### config.mk
export PLATFORM = sky130hd
export DESIGN_NAME = rhp_root_hub_regs
export DESIGN_NICKNAME = d
export VERILOG_FILES = /design/src/rtl/rhp_pkg.sv /design/src/rtl/rhp_w1c_bit.sv /design/src/rtl/rhp_port_flags.sv /design/src/rtl/rhp_port_fsm.sv /design/src/rtl/rhp_root_hub_regs.sv
export SDC_FILE = /design/constraint.sdc
export NUM_CORES = 1
export LEC_CHECK = 0
export BUFFER_PORTS_ARGS = -buffer_cell sky130_fd_sc_hd__buf_2
export CAP_MARGIN = 10
export CORE_ASPECT_RATIO = 0.5
export CORE_MARGIN = 4
export CORE_UTILIZATION = 48
export CTS_BUF_LIST = sky130_fd_sc_hd__clkbuf_4 sky130_fd_sc_hd__clkbuf_8 sky130_fd_sc_hd__clkbuf_16
export DETAILED_ROUTE_END_ITERATION = 6
export GPL_TIMING_DRIVEN = 0
export PLACE_DENSITY = 0.77
export SYNTH_ARGS = -nofsm -noshare
export SYNTH_HDL_FRONTEND = slang
export SYNTH_SLANG_ARGS = --single-unit
### constraint.sdc
create_clock -name clk -period 1.8 [get_ports clk]
set_input_delay 0.09 -clock clk [delete_from_list [all_inputs] [get_ports clk]]
set_output_delay 0.09 -clock clk [all_outputs]
set_load 0.05 [all_outputs]
### src/rtl/rhp_pkg.sv
package rhp_pkg;

    localparam int DATA_W = 16;

    // Field positions inside a port word
    localparam int B_CONN = 0;
    localparam int B_CCHG = 1;
    localparam int B_EN   = 2;
    localparam int B_ECHG = 3;
    localparam int B_SUSP = 4;
    localparam int B_RSM  = 5;
    localparam int B_RST  = 6;
    localparam int B_LS   = 7;
    localparam int B_OVC  = 8;
    localparam int B_OCHG = 9;
    localparam int B_PWR  = 10;
    localparam int N_USED = 11;

    // Number of sticky change flags
    localparam int N_CHG = 3;

    typedef enum logic [2:0] {
        PS_DISABLED  = 3'd0,
        PS_ENABLED   = 3'd1,
        PS_SUSPENDED = 3'd2,
        PS_RESUMING  = 3'd3,
        PS_EOP       = 3'd4,
        PS_RESET     = 3'd5
    } port_state_e;

    // Control fields taken from a write
    typedef struct packed {
        logic rst;
        logic rsm;
        logic susp;
        logic en;
    } port_ctl_t;

endpackage

### src/rtl/rhp_w1c_bit.sv
module rhp_w1c_bit (
    input  logic clk,
    input  logic rst_n,
    input  logic set_i,
    input  logic clr_i,
    output logic q_o
);

    // Setting has priority over a clearing write in the same cycle
    always_ff @(posedge clk) begin
        if (!rst_n)
            q_o <= 1'b0;
        else if (set_i)
            q_o <= 1'b1;
        else if (clr_i)
            q_o <= 1'b0;
    end

endmodule

### src/rtl/rhp_port_flags.sv
module rhp_port_flags
    import rhp_pkg::*;
(
    input  logic             clk,
    input  logic             rst_n,
    input  logic             wr_sel,
    input  logic [N_CHG-1:0] clr_req,   // {ovc chg, enable chg, attach chg}
    input  logic             ev_conn,
    input  logic             ev_ls,
    input  logic             ev_disc,
    input  logic             oc_in,
    input  logic             en_lost,
    input  logic             rst_exit,
    output logic             conn,
    output logic             ls,
    output logic             ovc,
    output logic             cchg,
    output logic             echg,
    output logic             ochg,
    output logic             disc_eff
);

    logic conn_q, ls_q, ovc_q;
    logic conn_set;
    logic [N_CHG-1:0] set_v, q_v;

    assign disc_eff = ev_disc && conn_q;
    assign conn_set = ev_conn && !ev_disc && !conn_q;

    always_ff @(posedge clk) begin
        if (!rst_n) begin
            conn_q <= 1'b0;
            ls_q   <= 1'b0;
            ovc_q  <= 1'b0;
        end else begin
            ovc_q <= oc_in;
            if (disc_eff) begin
                conn_q <= 1'b0;
                ls_q   <= 1'b0;
            end else if (conn_set) begin
                conn_q <= 1'b1;
                ls_q   <= ev_ls;
            end
        end
    end

    assign set_v[0] = conn_set || disc_eff || rst_exit;
    assign set_v[1] = en_lost;
    assign set_v[2] = (oc_in != ovc_q);

    for (genvar k = 0; k < N_CHG; k++) begin : g_chg
        rhp_w1c_bit u_flag (
            .clk   (clk),
            .rst_n (rst_n),
            .set_i (set_v[k]),
            .clr_i (wr_sel && clr_req[k]),
            .q_o   (q_v[k])
        );
    end

    assign conn = conn_q;
    assign ls   = ls_q;
    assign ovc  = ovc_q;
    assign cchg = q_v[0];
    assign echg = q_v[1];
    assign ochg = q_v[2];

endmodule

### src/rtl/rhp_port_fsm.sv
module rhp_port_fsm
    import rhp_pkg::*;
#(
    parameter int EOP_CYCLES = 8
) (
    input  logic      clk,
    input  logic      rst_n,
    input  logic      wr_sel,
    input  port_ctl_t ctl,
    input  logic      conn,
    input  logic      disc,
    input  logic      wake,
    output logic      en,
    output logic      susp,
    output logic      rsm,
    output logic      rst_act,
    output logic      en_lost,
    output logic      rst_exit
);

    localparam int CNT_W = (EOP_CYCLES > 1) ? $clog2(EOP_CYCLES + 1) : 1;
    localparam logic [CNT_W-1:0] CNT_LOAD = CNT_W'(EOP_CYCLES - 1);

    port_state_e      st_q, st_d;
    logic [CNT_W-1:0] cnt_q, cnt_d;

    // State register
    always_ff @(posedge clk) begin
        if (!rst_n) begin
            st_q  <= PS_DISABLED;
            cnt_q <= '0;
        end else begin
            st_q  <= st_d;
            cnt_q <= cnt_d;
        end
    end

    // Next-state logic
    always_comb begin
        st_d     = st_q;
        cnt_d    = cnt_q;
        en_lost  = 1'b0;
        rst_exit = 1'b0;
        if (st_q == PS_RESET) begin
            if (wr_sel && !ctl.rst) begin
                st_d     = PS_DISABLED;
                rst_exit = 1'b1;
            end
        end else if (disc) begin
            st_d    = PS_DISABLED;
            en_lost = (st_q != PS_DISABLED);
        end else if (wr_sel && ctl.rst) begin
            st_d    = PS_RESET;
            en_lost = (st_q != PS_DISABLED);
        end else begin
            unique case (st_q)
                PS_DISABLED: begin
                    if (wr_sel && ctl.en && conn)
                        st_d = PS_ENABLED;
                end
                PS_ENABLED: begin
                    if (wr_sel) begin
                        if (!ctl.en)
                            st_d = PS_DISABLED;
                        else if (ctl.susp)
                            st_d = PS_SUSPENDED;
                    end
                end
                PS_SUSPENDED: begin
                    if (wr_sel) begin
                        if (!ctl.en)
                            st_d = PS_DISABLED;
                        else if (ctl.rsm)
                            st_d = PS_RESUMING;
                        else if (!ctl.susp)
                            st_d = PS_ENABLED;
                    end else if (wake) begin
                        st_d = PS_RESUMING;
                    end
                end
                PS_RESUMING: begin
                    if (wr_sel) begin
                        if (!ctl.en) begin
                            st_d = PS_DISABLED;
                        end else if (!ctl.rsm) begin
                            st_d  = PS_EOP;
                            cnt_d = CNT_LOAD;
                        end
                    end
                end
                PS_EOP: begin
                    if (wr_sel && !ctl.en)
                        st_d = PS_DISABLED;
                    else if (cnt_q == '0)
                        st_d = PS_ENABLED;
                    else
                        cnt_d = cnt_q - 1'b1;
                end
                default: st_d = PS_DISABLED;
            endcase
        end
    end

    // Output decode
    always_comb begin
        en      = 1'b0;
        susp    = 1'b0;
        rsm     = 1'b0;
        rst_act = 1'b0;
        unique case (st_q)
            PS_DISABLED:  ;
            PS_ENABLED:   en = 1'b1;
            PS_SUSPENDED: begin en = 1'b1; susp = 1'b1; end
            PS_RESUMING:  begin en = 1'b1; susp = 1'b1; rsm = 1'b1; end
            PS_EOP:       begin en = 1'b1; susp = 1'b1; rsm = 1'b1; end
            PS_RESET:     rst_act = 1'b1;
            default:      ;
        endcase
    end

endmodule

### src/rtl/rhp_root_hub_regs.sv
module rhp_root_hub_regs
    import rhp_pkg::*;
#(
    parameter int NUM_PORTS  = 2,
    parameter int EOP_CYCLES = 8,
    localparam int ADDR_W    = (NUM_PORTS > 1) ? $clog2(NUM_PORTS) : 1
) (
    input  logic                 clk,
    input  logic                 rst_n,
    input  logic                 bus_wr,
    input  logic [ADDR_W-1:0]    bus_addr,
    input  logic [DATA_W-1:0]    bus_wdata,
    output logic [DATA_W-1:0]    bus_rdata,
    input  logic [NUM_PORTS-1:0] dev_connect,
    input  logic [NUM_PORTS-1:0] dev_lowspeed,
    input  logic [NUM_PORTS-1:0] dev_disconnect,
    input  logic [NUM_PORTS-1:0] dev_overcur,
    input  logic [NUM_PORTS-1:0] dev_wake,
    output logic [NUM_PORTS-1:0] port_chg
);

    localparam int RSV_W = DATA_W - N_USED;

    logic [NUM_PORTS-1:0] p_wsel, p_en, p_susp, p_rsm, p_rst;
    logic [NUM_PORTS-1:0] p_conn, p_ls, p_ovc, p_cchg, p_echg, p_ochg;
    logic [NUM_PORTS-1:0] p_disc, p_lost, p_rexit;
    logic [NUM_PORTS-1:0][DATA_W-1:0] word;

    port_ctl_t        wr_ctl;
    logic [N_CHG-1:0] wr_clr;
    logic             wdata_unused;

    assign wr_ctl = '{rst: bus_wdata[B_RST], rsm: bus_wdata[B_RSM],
                      susp: bus_wdata[B_SUSP], en: bus_wdata[B_EN]};
    assign wr_clr = {bus_wdata[B_OCHG], bus_wdata[B_ECHG], bus_wdata[B_CCHG]};
    assign wdata_unused = ^{bus_wdata[DATA_W-1:B_PWR], bus_wdata[B_OVC],
                            bus_wdata[B_LS], bus_wdata[B_CONN]};

    for (genvar i = 0; i < NUM_PORTS; i++) begin : g_port
        assign p_wsel[i] = bus_wr && (int'(bus_addr) == i);

        rhp_port_flags u_flags (
            .clk      (clk),
            .rst_n    (rst_n),
            .wr_sel   (p_wsel[i]),
            .clr_req  (wr_clr),
            .ev_conn  (dev_connect[i]),
            .ev_ls    (dev_lowspeed[i]),
            .ev_disc  (dev_disconnect[i]),
            .oc_in    (dev_overcur[i]),
            .en_lost  (p_lost[i]),
            .rst_exit (p_rexit[i]),
            .conn     (p_conn[i]),
            .ls       (p_ls[i]),
            .ovc      (p_ovc[i]),
            .cchg     (p_cchg[i]),
            .echg     (p_echg[i]),
            .ochg     (p_ochg[i]),
            .disc_eff (p_disc[i])
        );

        rhp_port_fsm #(
            .EOP_CYCLES (EOP_CYCLES)
        ) u_fsm (
            .clk      (clk),
            .rst_n    (rst_n),
            .wr_sel   (p_wsel[i]),
            .ctl      (wr_ctl),
            .conn     (p_conn[i]),
            .disc     (p_disc[i]),
            .wake     (dev_wake[i]),
            .en       (p_en[i]),
            .susp     (p_susp[i]),
            .rsm      (p_rsm[i]),
            .rst_act  (p_rst[i]),
            .en_lost  (p_lost[i]),
            .rst_exit (p_rexit[i])
        );

        assign word[i] = {{RSV_W{1'b0}}, 1'b1, p_ochg[i], p_ovc[i], p_ls[i],
                          p_rst[i], p_rsm[i], p_susp[i], p_echg[i], p_en[i],
                          p_cchg[i], p_conn[i]};

        assign port_chg[i] = p_cchg[i] | p_echg[i] | p_ochg[i];
    end

    always_comb begin
        bus_rdata = '0;
        if (int'(bus_addr) < NUM_PORTS)
            bus_rdata = word[bus_addr];
    end

endmodule

==> metrics list, run 1 <==
- Final nets: 339
* Number of sinks driven by the clock tree: 26
- Fillers: 336
- The count of buffers added on input and output ports is 30.
- Die Span X: 97.87 um
- Ordered list of cells on the worst path: or3b_1 -> buf_6 -> nor2_4 -> o2111ai_4 -> or4b_1 -> a21oi_2
- Clock power share: 20.2%
* H-tree level count: 1
- Layout Skew: 0.002033 ns
- After Yosys synthesis, XOR and XNOR cells account for 2.711% of the synthesized area.
- Summing every instance area after synthesis gives 1938 um^2.
- Counting distinct cell types in the post-synthesis netlist gives 61.
* Combinational family with the most area after synthesis: simple AND/OR/NAND/NOR gates
- Pin count of the biggest net entering global routing: 14
- Switch Pwr: 0.6549 mW
- The critical path is of the reg2reg type.
- By instance count, the leading cell after synthesis is nand2_1.
* Switching Fraction: 38.82%
* Cell internal pwr: 1.032 mW
- Summed over all failing endpoints, the final setup total negative slack is -0.07588 ns.
* Vias in the first global route: 1746
* Arrival time at the worst endpoint: 2.05 ns
- The synthesized netlist devotes 30.86% of its cell area to simple gates.
- Fin worst setup slack: -0.03700 ns
- Each instance of the synthesized netlist takes up on average 7.571 um^2.
- For this configuration, the core starts out at a cell density of 52.96%.
* Final Cycle Share: 102.1%
* Compound-Gate Fraction of Synth Area: 23.89%
- Routed wire length: 5364 um
* Routability Congestion: 0.9260
- At the end of the flow the core is filled with cells to 66.50%.
* DRT antenna net count: 0
* GRT Total Usage: 19.59%
- Worst min-delay path class: in2reg
- Of the post-synthesis cell area, the part taken by muxes is 4.454%.
- Share of async-settable or async-resettable flops after synthesis: 0%
- For the pin with the worst max-slew slack, the measured transition is 0.6601 ns.
* Share of final-layout standard cells stronger than drive strength 1: 32.13%
* Die area: 5180 um^2
* Setup-violating endpoint count in the final report: 3
- The final route contains 2052 vias.
- The commonest cells after synthesis are nand2_1 (29), dfxtp_1 (26), nor2_1 (21).
- After clock tree synthesis, the clock-pin slew on the worst setup and hold paths is 0.09 ns.
- Number of enable flip-flop cells after synthesis: 0
* Type of origin of the critical path: register
- The die is 52.93 um tall.
- Clock tree synthesis inserted a total of 3 buffers.
- Pin placement for this block handled 48 I/O pins.
- The region available for standard cell placement spans 3660 um^2.
- For this design the ratio of total power to cell area is 693.3 nW/um^2.
- Top fanout value on the critical path: 5
* Syn-to-layout area delta: 25.56%
- The synthesized netlist devotes 2.324% of its cell area to adder and majority cells.
- The largest single stage delay on the critical path is 0.51 ns.
- Top delay family on crit path: simple AND/OR/NAND/NOR gates
* Number of antenna violations at the first check in global routing: 0
- In this run, the number of DRC markers left after iteration 0 of detailed routing was 154.
* Proportion of power drawn by combinational gates: 41.4%
* #FFs+latches synth: 26
* Clock tree from TritonCTS: built
* Category of the worst setup path capture point: register
- Across the VDD grid, the largest voltage drop is 0.0003895 V.
- Vias/cell: 5.764
- Mapped Cells: 256
- Top_reg_cell synth: dfxtp_1
- Slew HR: 56.00%
- In this run the core area contains 15 standard-cell rows.
- The number of buffers and inverters on the critical path is 1.
- After global routing the overflow that remains totals 0.
- Unrepaired setup endpoints after global routing: yes
* Final Max Slew Viols: 0
* Share of synthesized area occupied by flip-flops and latches: 26.86%
* Number of buffers inserted by hold repair at cts: 0
- The number of antenna diodes in the final layout is 0.
- Clock tree synthesis selected as its root buffer the cell clkbuf_8.
- Worst-path cell with the longest stage delay: or4b_1
- DR pass1 iterations: 5
* Average detailed-routed wire length per instance: 15.07 um
- Global-route wire length before repair: 8114 um
- Dominant cell type by area after synthesis: dfxtp_1
- The number of hold violations in the final report is 0.
- The flow ran to the end, but the final reports show violations.
- The synthesized design devotes to its leading area cell type 26.86% of total area.
- Count of synthesis-stage warnings from yosys: 0
- Required @ worst endpoint: 2.01 ns
- The share of total power dissipated in sequential elements is 38.5%.
- Total of max-cap violations: 0
* HPWL reported at the end of detailed placement: 3811 um
- Leakage power summed over all cells: 0.9562 nW
* Most area-consuming cells after synthesis: dfxtp_1 (27%), nand2_1 (5.6%), nor2_1 (4.1%)
- The longest clock path from root to sink contains 2 buffers.
- Min cycle time layout: 1.837 ns
* Pwr Total: 1.687 mW
* Highest Clock Rate: 544.4 MHz
* Violated checks: setup timing
- The clock reaches the later pin of the worst-skew pair after 0.28 ns.
- DRC viols: 0
==> worst register-to-register path: stages (launching register included) <==
cell,delay (ns)
dfxtp_1,0.33
or3b_1,0.38
buf_6,0.15
nor2_4,0.14
o2111ai_4,0.13
or4b_1,0.51
a21oi_2,0.14
==> worst paths after layout <==
kind | cells after the start | slack, ns | from | endpoint
worst max-delay path | 6 | -0.04 | g_port[0].u_fsm.st_q[1] | g_port[0].u_fsm.cnt_q[3]
worst min-delay path | 2 | 0.04 | dev_disconnect[0] | g_port[0].u_flags.conn
worst max register to register | 6 | -0.04 | g_port[0].u_fsm.st_q[1] | g_port[0].u_fsm.cnt_q[3]
worst min register to register | 1 | 0.45 | g_port[0].u_fsm.cnt_q[0] | g_port[0].u_fsm.cnt_q[0]
==> placed cells by master (no fill, tap or decap), types with 4 or more instances in the layout <==
master	synthesis	routed
buf_4	7	20
nand2_1	29	27
xor2_1	4	4
a211oi_1	5	5
buf_2	3	30
nor3_1	7	5
nor3b_1	6	4
buf_6	1	4
and2_1	6	6
nor2b_1	4	4
o21ai_0	8	7
conb_1	2	6
a21oi_1	15	12
mux2_2	5	5
dfxtp_1	26	20
o21ai_1	4	5
clkbuf_1	11	6
dfxtp_2	0	5
inv_1	8	6
nand3_1	12	12
a31oi_1	9	9
a21oi_2	1	4
nand3b_1	4	4
nor2_1	21	20
nand2b_1	7	7
==> sequential cells by signal, indices dropped and copies added (netlist names) <==
register and count:
g_port.u_fsm.cnt_q 8, g_port.u_flags.g_chg.u_flag.q_o 6, g_port.u_flags.ovc 2, g_port.u_flags.conn 2, g_port.u_fsm.st_q 6, g_port.u_flags.ls 2
==> routing by layer <==
layer	part of all wire [%]	vias up	GRT usage (%)
met4	0.63	0	3.908
met5	0	-	0
met1	49	956	26.75
met2	44	88	32.09
li1	-	1002	-
met3	7.1	6	4.342
==> power by group through the flow <==
| stage | Combinational, mW | Clock (mW) | Sequential (mW) |
|---|---|---|---|
| global route | 0.745 | 0.387 | 0.655 |
| detailed placement | 0.639 | 0 | 0.659 |
| global placement | 0.630 | 0 | 0.656 |
| finish | 0.698 | 0.340 | 0.649 |
| CTS | 0.652 | 0.344 | 0.648 |
| floorplan | 0.509 | 0 | 0.648 |
==> repair_timing <==
action,CTS,global route
setup endpoints to repair,13,12
buffers inserted,6,7
resized for setup,12,35
pin swaps,9,11
hold endpoints to repair,0,0
==> cell type report <==
class	count	area, um^2	area share (%)
timing repair buffer	43	265.3	10.90
sequential	26	530.5	21.80
multi-input combinational	200	1356	55.73
buffer	22	132.6	5.450
tap	51	63.81	2.622
inverter	11	43.79	1.799
clock buffer	3	41.29	1.697
==> cells by family (layout without fill, tap and decap cells) <==
kind of cell,count (synthesis),in the layout
AOI/OAI and AO/OA,64,64
xor gates and xnor gates,6,6
adders and majority gates,4,4
buffers and inverters,34,79
DFF,26,26
muxes,8,8
other,2,6
and+or+nand+nor,112,112
==> through the flow <==
step / worst slack [ns] / cell area (um^2) / cells / hold slack (ns)
2_1_floorplan: -0.04779 / 1953 / 260 / 0.1693
3_3_place_gp: -0.1788 / 2167 / 341 / 0.3213
3_5_place_dp: -0.2003 / 2167 / 341 / 0.3284
4_1_cts: -0.01780 / 2278 / 349 / 0.03207
5_1_grt: -0.1111 / 2434 / 356 / 0.03817
6_report: -0.03700 / 2434 / 356 / 0.03707
No activity file was read; power rests on OpenSTA's default activity.
==> run 2, diff against run 1 <==
Settings changed: SKIP_CTS_REPAIR_TIMING set to 1.
==> run 2 against run 1 <==
Effect of this change:
- the flow still finishes with violations (setup timing)
- non-clock buffer count fell by 2
- count of clock-buffer cells in the layout did not move
- combinational power increased by 2%
- cell count shrank 0.56%
- clock power about the same
- global-route usage down 0.46 points
- sequential power hardly changed
- sequential share of layout area shrank 0.13 points
- design area grew 0.10%
- clock skew is essentially flat
- via count decreased by 1.0%
- critical endpoint is now g_port[0].u_fsm.st_q[1]
==> metrics list, run 2 (same netlist as run 1, synthesis figures left out) <==
* Standard cell core area: 3660 um^2
- The via count of the first global-routing pass came to 1714.
- At the worst endpoint, the required time is 2.02 ns.
- The max-slew violation count is 0.
- Maximum VDD drop: 0.0003944 V
- Global-route wire length before repair: 7935 um
- Vias/cell: 5.737
* Die area: 5180 um^2
- At the placement stage, the worst setup path has a slack of -0.2003 ns.
* Multi-input combinational cell area: 1375 um^2
* Highest Clock Rate: 520.7 MHz
* GRT Total Usage: 19.13%
- In this run the most critical hold path is launched from dev_disconnect[0].
- The register with the most flip-flops in the layout has 8 of them.
* Category of the worst setup path capture point: register
- 48 I/O pins were placed.
- Switching Fraction: 38.89%
- Clock latency on the worst-skew pair, taken at its later pin, is 0.27 ns.
- Root Driver: clkbuf_8
- Number of sinks driven by the clock tree: 26
- DR pass1 iterations: 4
- The congestion estimate from routability-driven global placement came to 0.9260.
- Min cycle time layout: 1.921 ns
* Slew at the pin with the worst max-slew slack: 0.6136 ns
* Die Span X: 97.87 um
* Destination of the worst hold path: g_port[0].u_flags.conn
- Worst-path cell with the longest stage delay: a2111oi_1
* Fillers: 336
- Top delay family on crit path: compound AO/OA/AOI/OAI gates
* H-tree level count: 1
* Endpoint of the worst register-to-register path: g_port[0].u_fsm.st_q[1]
- Clock-pin slew was measured on the worst setup and hold paths at 0.09 ns.
- Power spread over the standard cell area amounts to 696.2 nW/um^2.
- Cells fill 66.56% of the core in the end.
* Type of origin of the critical path: register
* Proportion of power drawn by combinational gates: 41.8%
- Switch Pwr: 0.6595 mW
* Maximum clock path buffer count: 2
- Number of cells traversed by the worst hold path: 2
- 0 antenna diodes ended up in the layout.
* Crit path buffers/inverters: 1
- Cell internal pwr: 1.036 mW
* Largest reg by FF count: g_port.u_fsm.cnt_q
- Clock tree synthesis inserted a total of 3 buffers.
* Instance area at placement: 2167 um^2
- Syn-to-layout area delta: 25.69%
* Part of the power in registers: 38.3%
* Violated checks: setup timing
- Across the whole layout, storage elements account for 528.0 um^2.
* Largest stage delay, worst path: 0.50 ns
* Top fanout value on the critical path: 4
- Share of final-layout standard cells stronger than drive strength 1: 31.02%
* Clock power share: 19.9%
- The final critical path takes up 106.7% of the cycle.
- After global routing the overflow that remains totals 0.
- The setup path with the least slack is of type reg2reg.
* Final nets: 337
* Biggest regs: g_port.u_fsm.cnt_q x8, g_port.u_flags.g_chg.u_flag.q_o x6, g_port.u_fsm.st_q x6
- In this run the critical register-to-register path is launched from g_port[0].u_fsm.cnt_q[0].
* Worst hold slack: 0.04143 ns
* Number of antenna violations at the first check in global routing: 0
- Count of input and output buffers: 30
- Clock tree from TritonCTS: built
* Result of the run: complete, but fails checks
- Sum Neg Setup Slack: -0.1544 ns
- Worst min-delay path class: in2reg
- The worst pin sits at a relative slew slack of 59.09%.
* Final standard cell count with taps included and fillers excluded: 354
- Power comes to 1.696 mW.
- Unrepaired setup endpoints after global routing: yes
- For the worst flop-to-flop path, the logic depth is 7.
* Most frequent standard cell in the layout excluding fill and tap cells: buf_2
- DRC violation total after the first TritonRoute iteration: 117
- Highest-count cells in the layout ignoring fill and taps: buf_2 (30), nand2_1 (29), dfxtp_1 (22)
- HPWL reported at the end of detailed placement: 3811 um
- In this run the core area contains 15 standard-cell rows.
- Across the run, the number of max-cap violations was 0.
- Via count: 2031
- Leakage power summed over all cells: 0.9512 nW
* Setup-violating endpoint count in the final report: 2
* DRC viols: 0
- The count of nets left with antenna violations once routing finished came out at 0.
* Initial core utilization: 52.96%
- Across all register-to-register paths, the minimum setup slack is -0.12 ns.
- The final layout contains routed wiring with a total length of 5405 um.
* Pin count of the biggest net entering global routing: 14
* Average detailed-routed wire length per instance: 15.27 um
- Arrival time at the worst endpoint: 2.14 ns
* Layout Skew: 0.002112 ns
- Once layout is done, the placed cells without fillers occupy 2436 um^2.
- Walking the worst path, the cells encountered are inv_2 -> ha_4 -> nor3b_4 -> nor3_2 -> o22a_2 -> a2111oi_1 -> a221o_1.
* Final hold vios: 0
* Post-placement cell count: 341
* Die Y-Extent: 52.93 um
- Fin worst setup slack: -0.1206 ns
-- run 2: changes by cell type in the layout (fill, tap and decap cells not counted), moves of 2 or more --
cell,before,now
nand2_2,2,0
dfxtp_2,5,3
nand2_1,27,29
dfxtp_1,20,22
clkbuf_2,3,1
-- run 2: cell type report --
type,count,area share (%)
multi-input combinational,200,56.45
sequential,26,21.67
timing repair buffer,41,10.12
buffer,22,5.650
tap,51,2.619
inverter,11,1.798
clock buffer,3,1.695
-- run 2: layer usage --
metal  wire [um]  up-vias  global-route usage, %
li1            -      998                      -
met1        2672      961                  26.20
met2        2344       61                  31.31
met3         310       11                  4.079
met4          77        0                  3.908
met5           0        -                      0
-- run 2: worst max-delay path by stage --
stage | cells after the start | to | startpoint
2_1_floorplan | 4 | bus_rdata[4] | g_port[1].u_fsm.st_q[2]
3_3_place_gp | 6 | g_port[0].u_fsm.st_q[0] | g_port[0].u_fsm.st_q[0]
3_5_place_dp | 7 | g_port[0].u_fsm.st_q[0] | g_port[0].u_fsm.cnt_q[0]
4_1_cts | 7 | g_port[0].u_fsm.st_q[0] | g_port[0].u_fsm.cnt_q[0]
5_1_grt | 7 | g_port[0].u_fsm.st_q[1] | g_port[0].u_fsm.cnt_q[0]
6_report | 7 | g_port[0].u_fsm.st_q[1] | g_port[0].u_fsm.cnt_q[0]
-- run 2: power groups by stage --
stage / combinational, mW / clock [mW] / sequential, mW
finish: 0.709 / 0.337 / 0.650
global route: 0.759 / 0.387 / 0.655
detailed placement: 0.639 / 0 / 0.659
global placement: 0.630 / 0 / 0.656
CTS: 0.642 / 0.344 / 0.645
floorplan: 0.509 / 0 / 0.648
==> run 3, diff against run 2 <==
Settings changed: BUFFER_PORTS_ARGS -buffer_cell sky130_fd_sc_hd__buf_2 to -buffer_cell sky130_fd_sc_hd__buf_4.
==> run 3 against run 2 <==
Effect of this change:
- sequential power about the same
- die area unchanged
- global-route usage up 1.5 points
- the run still ends with setup timing left
- first-iteration DRC count up 67%
- wire length up 2.0%
- hold slack worse by 0.032 ns
- non-clock buffer count unchanged
- critical endpoint is now g_port[0].u_fsm.cnt_q[3]
- cell count unchanged
- fmax up 3.8%
- combinational power up 2%
- critical path depth down 1
==> metrics list, run 3 (same netlist as run 1, synthesis figures left out) <==
- Highest Clock Rate: 540.2 MHz
- Across the run, the number of max-cap violations was 0.
- For this configuration, the core starts out at a cell density of 52.96%.
- The worst setup path is launched from a register.
- Data on the critical path is required at its endpoint by 2.02 ns.
- Worst-path cell with the longest stage delay: or4b_4
- Summed over all nets, the half-perimeter wirelength after detailed placement is 3836 um.
- Maximum VDD drop: 0.0003910 V
- In the final routed layout, each cell accounts on average for 15.58 um.
- Vias in the first global route: 1794
* Routed wire length: 5515 um
- For the worst-skew pair, the clock arrives at the later sink with an insertion delay of 0.28 ns.
- Biggest regs: g_port.u_fsm.cnt_q x8, g_port.u_flags.g_chg.u_flag.q_o x6, g_port.u_fsm.st_q x6
* Multi-input combinational cell area: 1350 um^2
- For this design the static power due to leakage is 0.9660 nW.
* Cell Pwr Density: 693.6 nW/um^2
* Setup CP Type: reg2reg
* Pin count of the biggest net entering global routing: 14
- The number of antenna diodes in the final layout is 0.
- The top cell types in the final layout, fill and taps aside, are buf_4 (45), nand2_1 (29), nor2_1 (20), dfxtp_1 (20), a21oi_1 (13).
* DRT antenna net count: 0
- Ordered list of cells on the worst path: or3b_1 -> buf_6 -> nor2_4 -> o2111ai_4 -> or4b_4 -> a21oi_2
- Setup repair after global routing could not meet its margin everywhere.
- Die area: 5180 um^2
* H-tree level count: 1
- The tightest hold path in the finished design has a slack of 0.009459 ns.
- Slew at the pin with the worst max-slew slack: 0.5876 ns
- Switching Fraction: 38.48%
- The routed layout has 2024 vias.
* Global-route wire length before repair: 8480 um
- Summing all flip-flop and latch instances after layout gives 528.0 um^2.
* Slew HR: 60.83%
- Summed over all layers, the global routing overflow is 0.
- Largest stage delay, worst path: 0.56 ns
* Largest reg by FF count: g_port.u_fsm.cnt_q
* Part of the power in registers: 37.9%
* Number of flip-flops in the largest register: 8
- Summed over all nets, the switching power comes to 0.6599 mW.
* Layout Skew: 0.006942 ns
* Routability Congestion: 0.9423
- Area of all placed cells without fillers: 2472 um^2
- 48 I/O pins were placed.
* Clock transition time at the flip-flop clock pins of the worst setup and hold paths: 0.09 ns
- In this design, the largest share of critical-path delay is due to simple AND/OR/NAND/NOR gates.
- Of the cells placed in the final design, the portion with a size suffix greater than 1 is 30.36%.
- Die Y-Extent: 52.93 um
- The core region is 3660 um^2.
* DRC violation total after the first TritonRoute iteration: 195
- Clock tree from TritonCTS: built
* Result of the run: complete, but fails checks
- Final nets: 337
- Instance area at placement: 2242 um^2
* Min cycle time layout: 1.851 ns
* Row count: 15
- Counting the fill cells in the layout gives 329.
- Clock power share: 19.9%
* Vias/cell: 5.718
- DRC viols: 0
- The checks that failed: setup timing.
- Number of antenna violations at the first check in global routing: 0
- Worst min-delay path class: in2reg
* Count of input and output buffers: 30
* Inserted Clock Buffers: 3
- Setup-violating endpoint count in the final report: 4
* Arrival time at the worst endpoint: 2.07 ns
- Die Span X: 97.87 um
* Category of the worst setup path capture point: register
- Syn-to-layout area delta: 27.57%
- GRT Total Usage: 20.59%
- Proportion of power drawn by combinational gates: 42.2%
- In the finished design, the share of the clock period the worst path needs comes to 102.8%.
* Final hold vios: 0
- Maximum clock path buffer count: 2
* Root Driver: clkbuf_8
- Fin worst setup slack: -0.05110 ns
* Number of sinks driven by the clock tree: 26
* Crit path buffers/inverters: 1
- DR pass1 iterations: 5
- Final Max Slew Viols: 0
* Top fanout value on the critical path: 7
- The internal power of the cells totals 1.055 mW.
- Core utilization of the finished layout: 67.56%
* Most frequent standard cell in the layout excluding fill and tap cells: buf_4
run 3: cell counts in the layout (fill, tap and decap cells not counted):
No cell type changed its count.
run 3: worst reg2reg max path, stage by stage, from the launching register on:
cell and delay [ns]:
dfxtp_2 0.33, or3b_1 0.38, buf_6 0.15, nor2_4 0.11, o2111ai_4 0.15, or4b_4 0.56, a21oi_2 0.12
run 3: metrics by stage:
step / TNS, ns / power (mW) / setup slack [ns] / instances
floorplan: -0.09558 / 1.157 / -0.04779 / 260
global placement: -0.8812 / 1.315 / -0.1830 / 341
detailed placement: -1.126 / 1.328 / -0.1803 / 341
CTS: -1.681 / 1.668 / -0.2064 / 344
global route: -0.7474 / 1.802 / -0.1165 / 354
finish: -0.07656 / 1.715 / -0.05110 / 354
run 3: per-layer routing:
metal	up-vias	part of all wire (%)	GRT usage [%]
met4	0	1.4	4.368
met1	916	47	26.61
met3	13	9.1	6.711
met2	90	43	33.90
met5	-	0	0
li1	1005	-	-
run 3: path summary, 6_finish.rpt:
check,cells past startpoint,slack [ns],startpoint,endpoint
worst max-delay path,6,-0.05,g_port[0].u_fsm.st_q[1],g_port[0].u_fsm.cnt_q[3]
worst min-delay path,2,0.009,dev_disconnect[0],g_port[0].u_flags.conn
worst max register to register,6,-0.05,g_port[0].u_fsm.st_q[1],g_port[0].u_fsm.cnt_q[3]
worst min register to register,1,0.48,g_port[0].u_fsm.cnt_q[0],g_port[0].u_fsm.cnt_q[0]
run 3: layout make-up:
class	count	area share, %
Buffer	22	5.364
Tap cell	51	2.581
Multi-Input combinational cell	200	54.61
Sequential cell	26	21.36
Timing Repair Buffer	41	12.75
Clock buffer	3	1.670
Inverter	11	1.670
run 3: power by group through the flow:
stage               sequential, mW  combinational [mW]  clock [mW]
global route                 0.656               0.777       0.369
finish                       0.650               0.724       0.341
floorplan                    0.648               0.509           0
CTS                          0.645               0.673       0.349
global placement             0.656               0.658           0
detailed placement           0.658               0.669           0
